$ cat src/rtl/opm_pkg.sv
package opm_pkg;
  typedef enum logic [1:0] {
    PORT_A = 2'd0,
    PORT_B = 2'd1,
    PORT_C = 2'd2,
    PORT_X = 2'd3
  } port_e;

  // required-port mask for a slot's operand count
  function automatic logic [2:0] need_mask(input logic [1:0] cnt);
    case (cnt)
      2'd2:    need_mask = 3'b011;
      2'd3:    need_mask = 3'b111;
      default: need_mask = 3'b001;
    endcase
  endfunction

  // one-hot form of a port code, empty for the unused code
  function automatic logic [2:0] port_onehot(input logic [1:0] p);
    port_onehot = (p == PORT_X) ? 3'b000 : (3'b001 << p);
  endfunction
endpackage

$ cat src/rtl/opm_pick.sv
module opm_pick #(
  parameter int N  = 4,
  localparam int IW = (N > 1) ? $clog2(N) : 1
) (
  input  logic [N-1:0]  req,
  output logic          any,
  output logic [IW-1:0] idx
);
  always_comb begin
    any = |req;
    idx = '0;
    for (int i = N - 1; i >= 0; i--) begin
      if (req[i]) idx = IW'(i);
    end
  end
endmodule

$ cat src/rtl/opm_table.sv
module opm_table
  import opm_pkg::*;
#(
  parameter int ENTRIES = 4,
  parameter int TW      = 4,
  parameter int WW      = 8,
  parameter int SW      = 3,
  parameter int DW      = 64,
  localparam int IW     = (ENTRIES > 1) ? $clog2(ENTRIES) : 1
) (
  input  logic          clk,
  input  logic          rst,
  input  logic [TW-1:0] in_thread,
  input  logic [WW-1:0] in_wave,
  input  logic [SW-1:0] in_slot,
  input  logic [1:0]    in_port,
  input  logic [DW-1:0] in_value,
  input  logic [2:0]    in_need,
  input  logic          wr_en,
  output logic          hit,
  output logic          full,
  output logic          dup,
  output logic          rdy_any,
  input  logic          iss_en,
  input  logic          rel_en,
  output logic [TW-1:0] out_thread,
  output logic [WW-1:0] out_wave,
  output logic [SW-1:0] out_slot,
  output logic [DW-1:0] out_a,
  output logic [DW-1:0] out_b,
  output logic [DW-1:0] out_c
);
  logic [ENTRIES-1:0] e_val, e_iss, match, done, freev;
  logic [TW-1:0] e_thr  [ENTRIES];
  logic [WW-1:0] e_wav  [ENTRIES];
  logic [SW-1:0] e_slt  [ENTRIES];
  logic [2:0]    e_pres [ENTRIES];
  logic [2:0]    e_need [ENTRIES];
  logic [DW-1:0] e_opa  [ENTRIES];
  logic [DW-1:0] e_opb  [ENTRIES];
  logic [DW-1:0] e_opc  [ENTRIES];

  logic [IW-1:0] hit_idx, free_idx, rdy_idx;
  logic          free_any;
  logic [2:0]    oh;
  logic          do_upd, do_alloc;

  assign oh = port_onehot(in_port);

  for (genvar i = 0; i < ENTRIES; i++) begin : g_cmp
    assign match[i] = e_val[i] && (e_thr[i] == in_thread) &&
                      (e_wav[i] == in_wave) && (e_slt[i] == in_slot);
    assign done[i]  = e_val[i] && !e_iss[i] && (e_pres[i] == e_need[i]);
    assign freev[i] = !e_val[i];
  end

  opm_pick #(.N(ENTRIES)) i_hit  (.req(match), .any(hit),      .idx(hit_idx));
  opm_pick #(.N(ENTRIES)) i_free (.req(freev), .any(free_any), .idx(free_idx));
  opm_pick #(.N(ENTRIES)) i_rdy  (.req(done),  .any(rdy_any),  .idx(rdy_idx));

  assign full = !free_any;
  assign dup  = hit ? (((e_pres[hit_idx] & oh) != 3'b000) ||
                       ((e_need[hit_idx] & oh) == 3'b000))
                    : ((in_need & oh) == 3'b000);
  assign do_upd   = wr_en && !dup && hit;
  assign do_alloc = wr_en && !dup && !hit && free_any;

  assign out_thread = e_thr[rdy_idx];
  assign out_wave   = e_wav[rdy_idx];
  assign out_slot   = e_slt[rdy_idx];
  assign out_a      = e_opa[rdy_idx];
  assign out_b      = e_opb[rdy_idx];
  assign out_c      = e_opc[rdy_idx];

  // control state
  always_ff @(posedge clk) begin
    if (rst) begin
      e_val <= '0;
      e_iss <= '0;
    end else begin
      if (rel_en) begin
        for (int i = 0; i < ENTRIES; i++) begin
          if (e_iss[i]) begin
            e_val[i] <= 1'b0;
            e_iss[i] <= 1'b0;
          end
        end
      end
      if (iss_en) e_iss[rdy_idx] <= 1'b1;
      if (do_alloc) begin
        e_val[free_idx] <= 1'b1;
        e_iss[free_idx] <= 1'b0;
      end
    end
  end

  // tag and presence fields
  always_ff @(posedge clk) begin
    if (do_upd) e_pres[hit_idx] <= e_pres[hit_idx] | oh;
    if (do_alloc) begin
      e_thr[free_idx]  <= in_thread;
      e_wav[free_idx]  <= in_wave;
      e_slt[free_idx]  <= in_slot;
      e_need[free_idx] <= in_need;
      e_pres[free_idx] <= oh;
    end
  end

  // operand storage, one write port per array
  always_ff @(posedge clk) begin
    if (do_upd) begin
      if (oh[0]) e_opa[hit_idx] <= in_value;
      if (oh[1]) e_opb[hit_idx] <= in_value;
      if (oh[2]) e_opc[hit_idx] <= in_value;
    end else if (do_alloc) begin
      e_opa[free_idx] <= oh[0] ? in_value : '0;
      e_opb[free_idx] <= oh[1] ? in_value : '0;
      e_opc[free_idx] <= oh[2] ? in_value : '0;
    end
  end

  AST_UNIQUE_TAG: assert property (@(posedge clk) disable iff (rst)
    $onehot0(match));
  AST_ALLOC_ROOM: assert property (@(posedge clk) disable iff (rst)
    (wr_en && !hit) |-> free_any);
  AST_ONE_ISSUED: assert property (@(posedge clk) disable iff (rst)
    $countones(e_iss) <= 1);
  AST_ISSUED_KEPT: assert property (@(posedge clk) disable iff (rst)
    ((e_iss != '0) && !rel_en) |=> (e_iss != '0));
endmodule

$ cat src/rtl/opnd_match.sv
module opnd_match
  import opm_pkg::*;
#(
  parameter int SLOTS   = 8,
  parameter int ENTRIES = 4,
  parameter int TW      = 4,
  parameter int WW      = 8,
  parameter int DW      = 64,
  parameter logic [2*SLOTS-1:0] SLOT_ARITY = 16'hE7B9,
  localparam int SW     = (SLOTS > 1) ? $clog2(SLOTS) : 1
) (
  input  logic          clk,
  input  logic          rst,
  input  logic          tok_valid,
  output logic          tok_ready,
  input  logic [TW-1:0] tok_thread,
  input  logic [WW-1:0] tok_wave,
  input  logic [SW-1:0] tok_slot,
  input  logic [1:0]    tok_port,
  input  logic [DW-1:0] tok_value,
  output logic          fire_valid,
  input  logic          fire_ready,
  output logic [TW-1:0] fire_thread,
  output logic [WW-1:0] fire_wave,
  output logic [SW-1:0] fire_slot,
  output logic [DW-1:0] fire_a,
  output logic [DW-1:0] fire_b,
  output logic [DW-1:0] fire_c,
  output logic          err_flag
);
  logic [1:0]    cnt;
  logic [2:0]    need;
  logic          single, load_ok, acc, wr_en, take_tbl, take_byp, bad_single;
  logic          hit, full, dup, rdy_any, src_tbl, rel_en;
  logic [TW-1:0] t_thread;
  logic [WW-1:0] t_wave;
  logic [SW-1:0] t_slot;
  logic [DW-1:0] t_a, t_b, t_c;

  assign cnt        = SLOT_ARITY[{tok_slot, 1'b0} +: 2];
  assign need       = need_mask(cnt);
  assign single     = (need == 3'b001);
  assign load_ok    = !fire_valid || fire_ready;
  assign tok_ready  = single ? (load_ok && !rdy_any) : (hit || !full);
  assign acc        = tok_valid && tok_ready;
  assign wr_en      = acc && !single;
  assign take_tbl   = load_ok && rdy_any;
  assign take_byp   = acc && single && (tok_port == PORT_A);
  assign bad_single = acc && single && (tok_port != PORT_A);
  assign rel_en     = fire_valid && fire_ready && src_tbl;

  opm_table #(
    .ENTRIES(ENTRIES), .TW(TW), .WW(WW), .SW(SW), .DW(DW)
  ) i_table (
    .clk(clk), .rst(rst),
    .in_thread(tok_thread), .in_wave(tok_wave), .in_slot(tok_slot),
    .in_port(tok_port), .in_value(tok_value), .in_need(need),
    .wr_en(wr_en), .hit(hit), .full(full), .dup(dup), .rdy_any(rdy_any),
    .iss_en(take_tbl), .rel_en(rel_en),
    .out_thread(t_thread), .out_wave(t_wave), .out_slot(t_slot),
    .out_a(t_a), .out_b(t_b), .out_c(t_c)
  );

  always_ff @(posedge clk) begin
    if (rst) begin
      err_flag <= 1'b0;
    end else if ((wr_en && dup) || bad_single) begin
      err_flag <= 1'b1;
    end
  end

  // fire register: completed entries win over bypassed single tokens
  always_ff @(posedge clk) begin
    if (rst) begin
      fire_valid  <= 1'b0;
      src_tbl     <= 1'b0;
      fire_thread <= '0;
      fire_wave   <= '0;
      fire_slot   <= '0;
      fire_a      <= '0;
      fire_b      <= '0;
      fire_c      <= '0;
    end else if (take_tbl) begin
      fire_valid  <= 1'b1;
      src_tbl     <= 1'b1;
      fire_thread <= t_thread;
      fire_wave   <= t_wave;
      fire_slot   <= t_slot;
      fire_a      <= t_a;
      fire_b      <= t_b;
      fire_c      <= t_c;
    end else if (take_byp) begin
      fire_valid  <= 1'b1;
      src_tbl     <= 1'b0;
      fire_thread <= tok_thread;
      fire_wave   <= tok_wave;
      fire_slot   <= tok_slot;
      fire_a      <= tok_value;
      fire_b      <= '0;
      fire_c      <= '0;
    end else if (fire_ready) begin
      fire_valid  <= 1'b0;
    end
  end

  AST_FIRE_HOLD: assert property (@(posedge clk) disable iff (rst)
    (fire_valid && !fire_ready) |=> (fire_valid && $stable(fire_slot) &&
      $stable(fire_thread) && $stable(fire_wave) && $stable(fire_a) &&
      $stable(fire_b) && $stable(fire_c)));
  AST_ERR_STICKY: assert property (@(posedge clk) disable iff (rst)
    err_flag |=> err_flag);
  AST_SINGLE_NEXT: assert property (@(posedge clk) disable iff (rst)
    (tok_valid && tok_ready && single && tok_port == PORT_A) |=>
      (fire_valid && fire_a == $past(tok_value) && fire_b == '0));
  AST_NO_FIRE_WAITING: assert property (@(posedge clk) disable iff (rst)
    (tok_valid && tok_ready && single) |-> !rdy_any);
endmodule

$ cat config.mk
export PLATFORM = sky130hd
export DESIGN_NAME = opnd_match
export DESIGN_NICKNAME = d
export VERILOG_FILES = /design/src/rtl/opm_pkg.sv /design/src/rtl/opm_pick.sv /design/src/rtl/opm_table.sv /design/src/rtl/opnd_match.sv
export SDC_FILE = /design/constraint.sdc
export NUM_CORES = 1
export LEC_CHECK = 0
export BUFFER_PORTS_ARGS = -buffer_cell sky130_fd_sc_hd__buf_2
export CORE_UTILIZATION = 39
export DETAILED_ROUTE_END_ITERATION = 7
export PLACE_DENSITY = 0.58
export SLEW_MARGIN = 20
export SYNTH_ARGS = -nofsm -noshare
export SYNTH_HDL_FRONTEND = slang
export SYNTH_HIERARCHICAL = 1
export SYNTH_SLANG_ARGS = --single-unit
$ cat constraint.sdc
create_clock -name clk -period 12.3 [get_ports clk]
set_clock_uncertainty 0.05 [all_clocks]
set_input_delay 2.46 -clock clk [delete_from_list [all_inputs] [get_ports clk]]
set_output_delay 2.46 -clock clk [all_outputs]
set_load 0.02 [all_outputs]
==> flow_metrics.py <==
metrics = {
    "run_status": {
        "status": "complete, but fails checks",
        "violations": "DRC",
    },
    "clock_network": {
        "clkLatencyLatePin_ns": 0.71,
        "cts.sinks": 1070,
        "postCtsResizedCells": 0,
        "cts_setup_buffers": 0,
        "cts_buffers": 109,
        "cts_max_level": 3,
        "cts_max_path_buffers": 3,
        "cts_hold_buffers": 0,
        "path_clk_slew_ns": 0.06,
        "cts_tree": "built",
        "cts_root_buffer": "clkbuf_16",
    },
    "die": {
        "die_h_um": 328,
        "row_count": 119,
        "coreArea_mm2": 0.105,
        "start_util_pct": 39.4,
        "io_pins": 295,
        "dieArea_mm2": 0.108,
        "die_w_um": 328,
    },
    "global_routing": {
        "antenna_found_initial": 11,
        "grt_busiest_layer": "met2",
        "grt_pass1_wl_um": 154000,
        "grt_usage_pct": 19.4,
        "grt_pass1_vias": 22808,
        "grt_max_degree": 146,
        "use_met3_pct": 4.00,
        "grt-ovfl-total": 0,
        "grt.met1_usage_pct": 26.3,
        "grt_use_met2_pct": 31.8,
    },
    "pwr": {
        "p_leak_nw": 15.7,
        "power.switching_mw": 1.67,
        "seq_power_share_pct": 52.1,
        "fin_total_pwr_mw": 7.69,
        "power_density_mw_per_mm2": 160,
        "peakVddDrop_mv": 0.117,
        "pwr-share-comb_pct": 4.7,
        "p_clk_share_pct": 43.2,
        "swShare_pct": 21.7,
        "p_int_mw": 6.01,
    },
    "placed_design": {
        "io_buffers": 294,
        "place_congestion": 0.875,
        "post-dp-hpwl_um": 62100,
    },
    "timing": {
        "min_period_ns": 7.12,
        "rsz0062_at_grt": "no",
        "setup_viol": 0,
        "fmax_ghz": 0.140,
        "hold_viol_final": 0,
        "setup_tns_ns": 0,
        "tightestPinTransition_ns": 1.24,
        "slew_headroom_pct": 17.5,
        "post-route-period-util_pct": 57.9,
        "drv_slew": 0,
    },
    "worst_setup_path": {
        "arrival_ns": 4.61,
        "path_class": "in -> out",
        "cp_max_fo": 9,
        "cp.required_ns": 9.79,
        "cp-start-kind": "input pin",
        "endpoint_kind": "output pin",
    },
    "worst_hold_path": {
        "min_path_type": "reg -> reg",
    },
    "routing": {
        "drtPass1Iterations": 7,
        "vias_per_cell": 5.56,
        "wirelength_um": 105000,
        "drt_iter0_drc": 1975,
        "ant_nets": 0,
        "wl_per_cell_um": 26.2,
        "vias": 22385,
        "drcViolationCount": 32,
    },
    "logic_synthesis": {
        "syn_avg_cell_area_um2": 18.4,
        "synthCells": 2255,
        "synthDistinctLibCells": 53,
        "synth_edf_count": 852,
        "async_reset_ff_share_pct": 0,
        "ys.warnings.count": 6,
        "synth-seq-cells": 1070,
        "synth_seq_area_share_pct": 72.2,
        "ys.flop_type": "edfxtp_1",
        "synth_area_mm2": 0.0415,
    },
    "cells_and_area": {
        "final_nets": 2619,
        "fill_cells": 9008,
        "area_delta_synth_final_pct": 15.8,
        "drive_gt1_share_pct": 28.6,
    },
    "job": {
        "cap_violations": 0,
    },
}
[path summary, 6_finish.rpt]
path | start | slack [ns] | endpoint | depth (start not counted)
setup / recovery | tok_thread[3] | 5.18 | tok_ready | 9
setup reg to reg | i_table/e_pres[1][2] | 6.93 | fire_a[33] | 10
hold reg to reg | fire_b[7] | 0.42 | fire_b[7] | 1
hold / removal | fire_b[7] | 0.42 | fire_b[7] | 1
[sequential cells by signal (all words and copies together), names as in the netlist, 8 cells and up]
| name | flops |
|---|---|
| fire_a | 64 |
| fire_b | 64 |
| fire_c | 64 |
| fire_wave | 8 |
| i_table/e_need | 12 |
| i_table/e_opa | 256 |
| i_table/e_opb | 256 |
| i_table/e_opc | 256 |
| i_table/e_pres | 12 |
| i_table/e_slt | 12 |
| i_table/e_thr | 16 |
| i_table/e_wav | 32 |
[power groups by stage]
stage / clock [mW] / sequential, mW / combinational (mW)
3_3_place_gp: 0 / 4.08 / 0.351
3_5_place_dp: 0 / 4.08 / 0.362
4_1_cts: 3.39 / 4.01 / 0.364
6_report: 3.32 / 4.01 / 0.360
5_1_grt: 3.53 / 4.01 / 0.387
2_1_floorplan: 0 / 4.10 / 0.205
[synth_stat cells (3+ instances only)]
cell type	count	share of area, %
a211oi_1	157	2.8
a21o_1	3	0.054
a21oi_1	11	0.13
a21oi_2	3	0.063
a22o_1	129	2.7
a31oi_1	5	0.075
and2_1	66	1.0
buf_1	16	0.14
buf_2	48	0.58
buf_4	8	0.14
buf_6	20	0.54
clkbuf_1	74	0.67
dfxtp_1	218	11
edfxtp_1	852	62
inv_1	16	0.14
mux2i_1	82	2.0
mux4_2	210	11
nand2_1	15	0.14
nand2b_1	7	0.11
nand4_1	18	0.27
nor2_1	39	0.35
nor2b_1	132	2.0
nor3_1	9	0.11
nor4_1	10	0.15
o21ai_0	5	0.060
xnor2_1	69	1.5
xor2_1	4	0.084
[through the flow]
stage | instance area (µm²) | std cells | utilization [%] | hold WS [ns] | worst slack [ns]
after global routing | 48000 | 4023 | 45.6 | 0.425 | 4.95
after floorplan | 41500 | 2259 | - | 0.399 | 2.53
after global placement | 44300 | 3813 | 42.1 | 0.401 | 4.93
after CTS | 48000 | 4021 | 45.5 | 0.420 | 5.16
after detailed placement | 44400 | 3813 | 42.1 | 0.399 | 4.85
final | 48000 | 4023 | 45.6 | 0.418 | 5.18
[worst max-delay path, stage by stage]
cell	delay, ns
buf_2	0.21
xnor2_1	0.15
nand4_1	0.14
nor4_1	0.61
nor2_1	0.13
nand2_1	0.27
o21ai_0	0.17
o31ai_1	0.19
buf_2	0.27
[cells by family (layout without fill, tap and decap cells)]
family	count (synthesis)	count (layout)	share of synthesized area, %
flip-flops	1070	1070	72.2
AO/OA/AOI/OAI	328	328	6.29
AND/OR/NAND/NOR	309	309	4.39
multiplexers	292	292	13.4
buffers and inverters	182	554	2.23
XOR/XNOR	73	73	1.54
other	1	6	0.00904
[per-layer routing]
metal | up-vias | wire length [µm]
li1 | 9637 | -
met1 | 11881 | 44900
met2 | 722 | 51700
met3 | 131 | 6740
met4 | 14 | 1910
met5 | - | 92
[placed cells by master, fill, tap and decap left out, drive strengths merged, types with 3 or more instances in the layout]
master,n
and2,66
a22o,129
a21o,3
o21ai,6
inv,21
nand4,18
edfxtp,852
nor4,10
buf,330
nor3,9
mux4,210
nor2,40
clkinvlp,6
nand2,15
clkbuf,152
nor2b,133
dfxtp,218
xor2,4
conb,5
clkinv,38
a31oi,5
bufinv,7
nand2b,7
xnor2,69
mux2i,82
a211oi,158
a21oi,14
[cell type report]
cell class / instances / area, µm² / share of cell area (%)
antenna: 1 / 2.50 / 0.00521
clock buffer: 152 / 3090 / 6.44
clock inverter: 56 / 563 / 1.17
inverter: 16 / 67.6 / 0.141
multi-input combinational: 1007 / 10800 / 22.5
sequential: 1070 / 29900 / 62.3
tap: 1391 / 1740 / 3.62
timing repair buffer: 330 / 1800 / 3.76
Note: power is estimated with default switching activity, not from simulation.
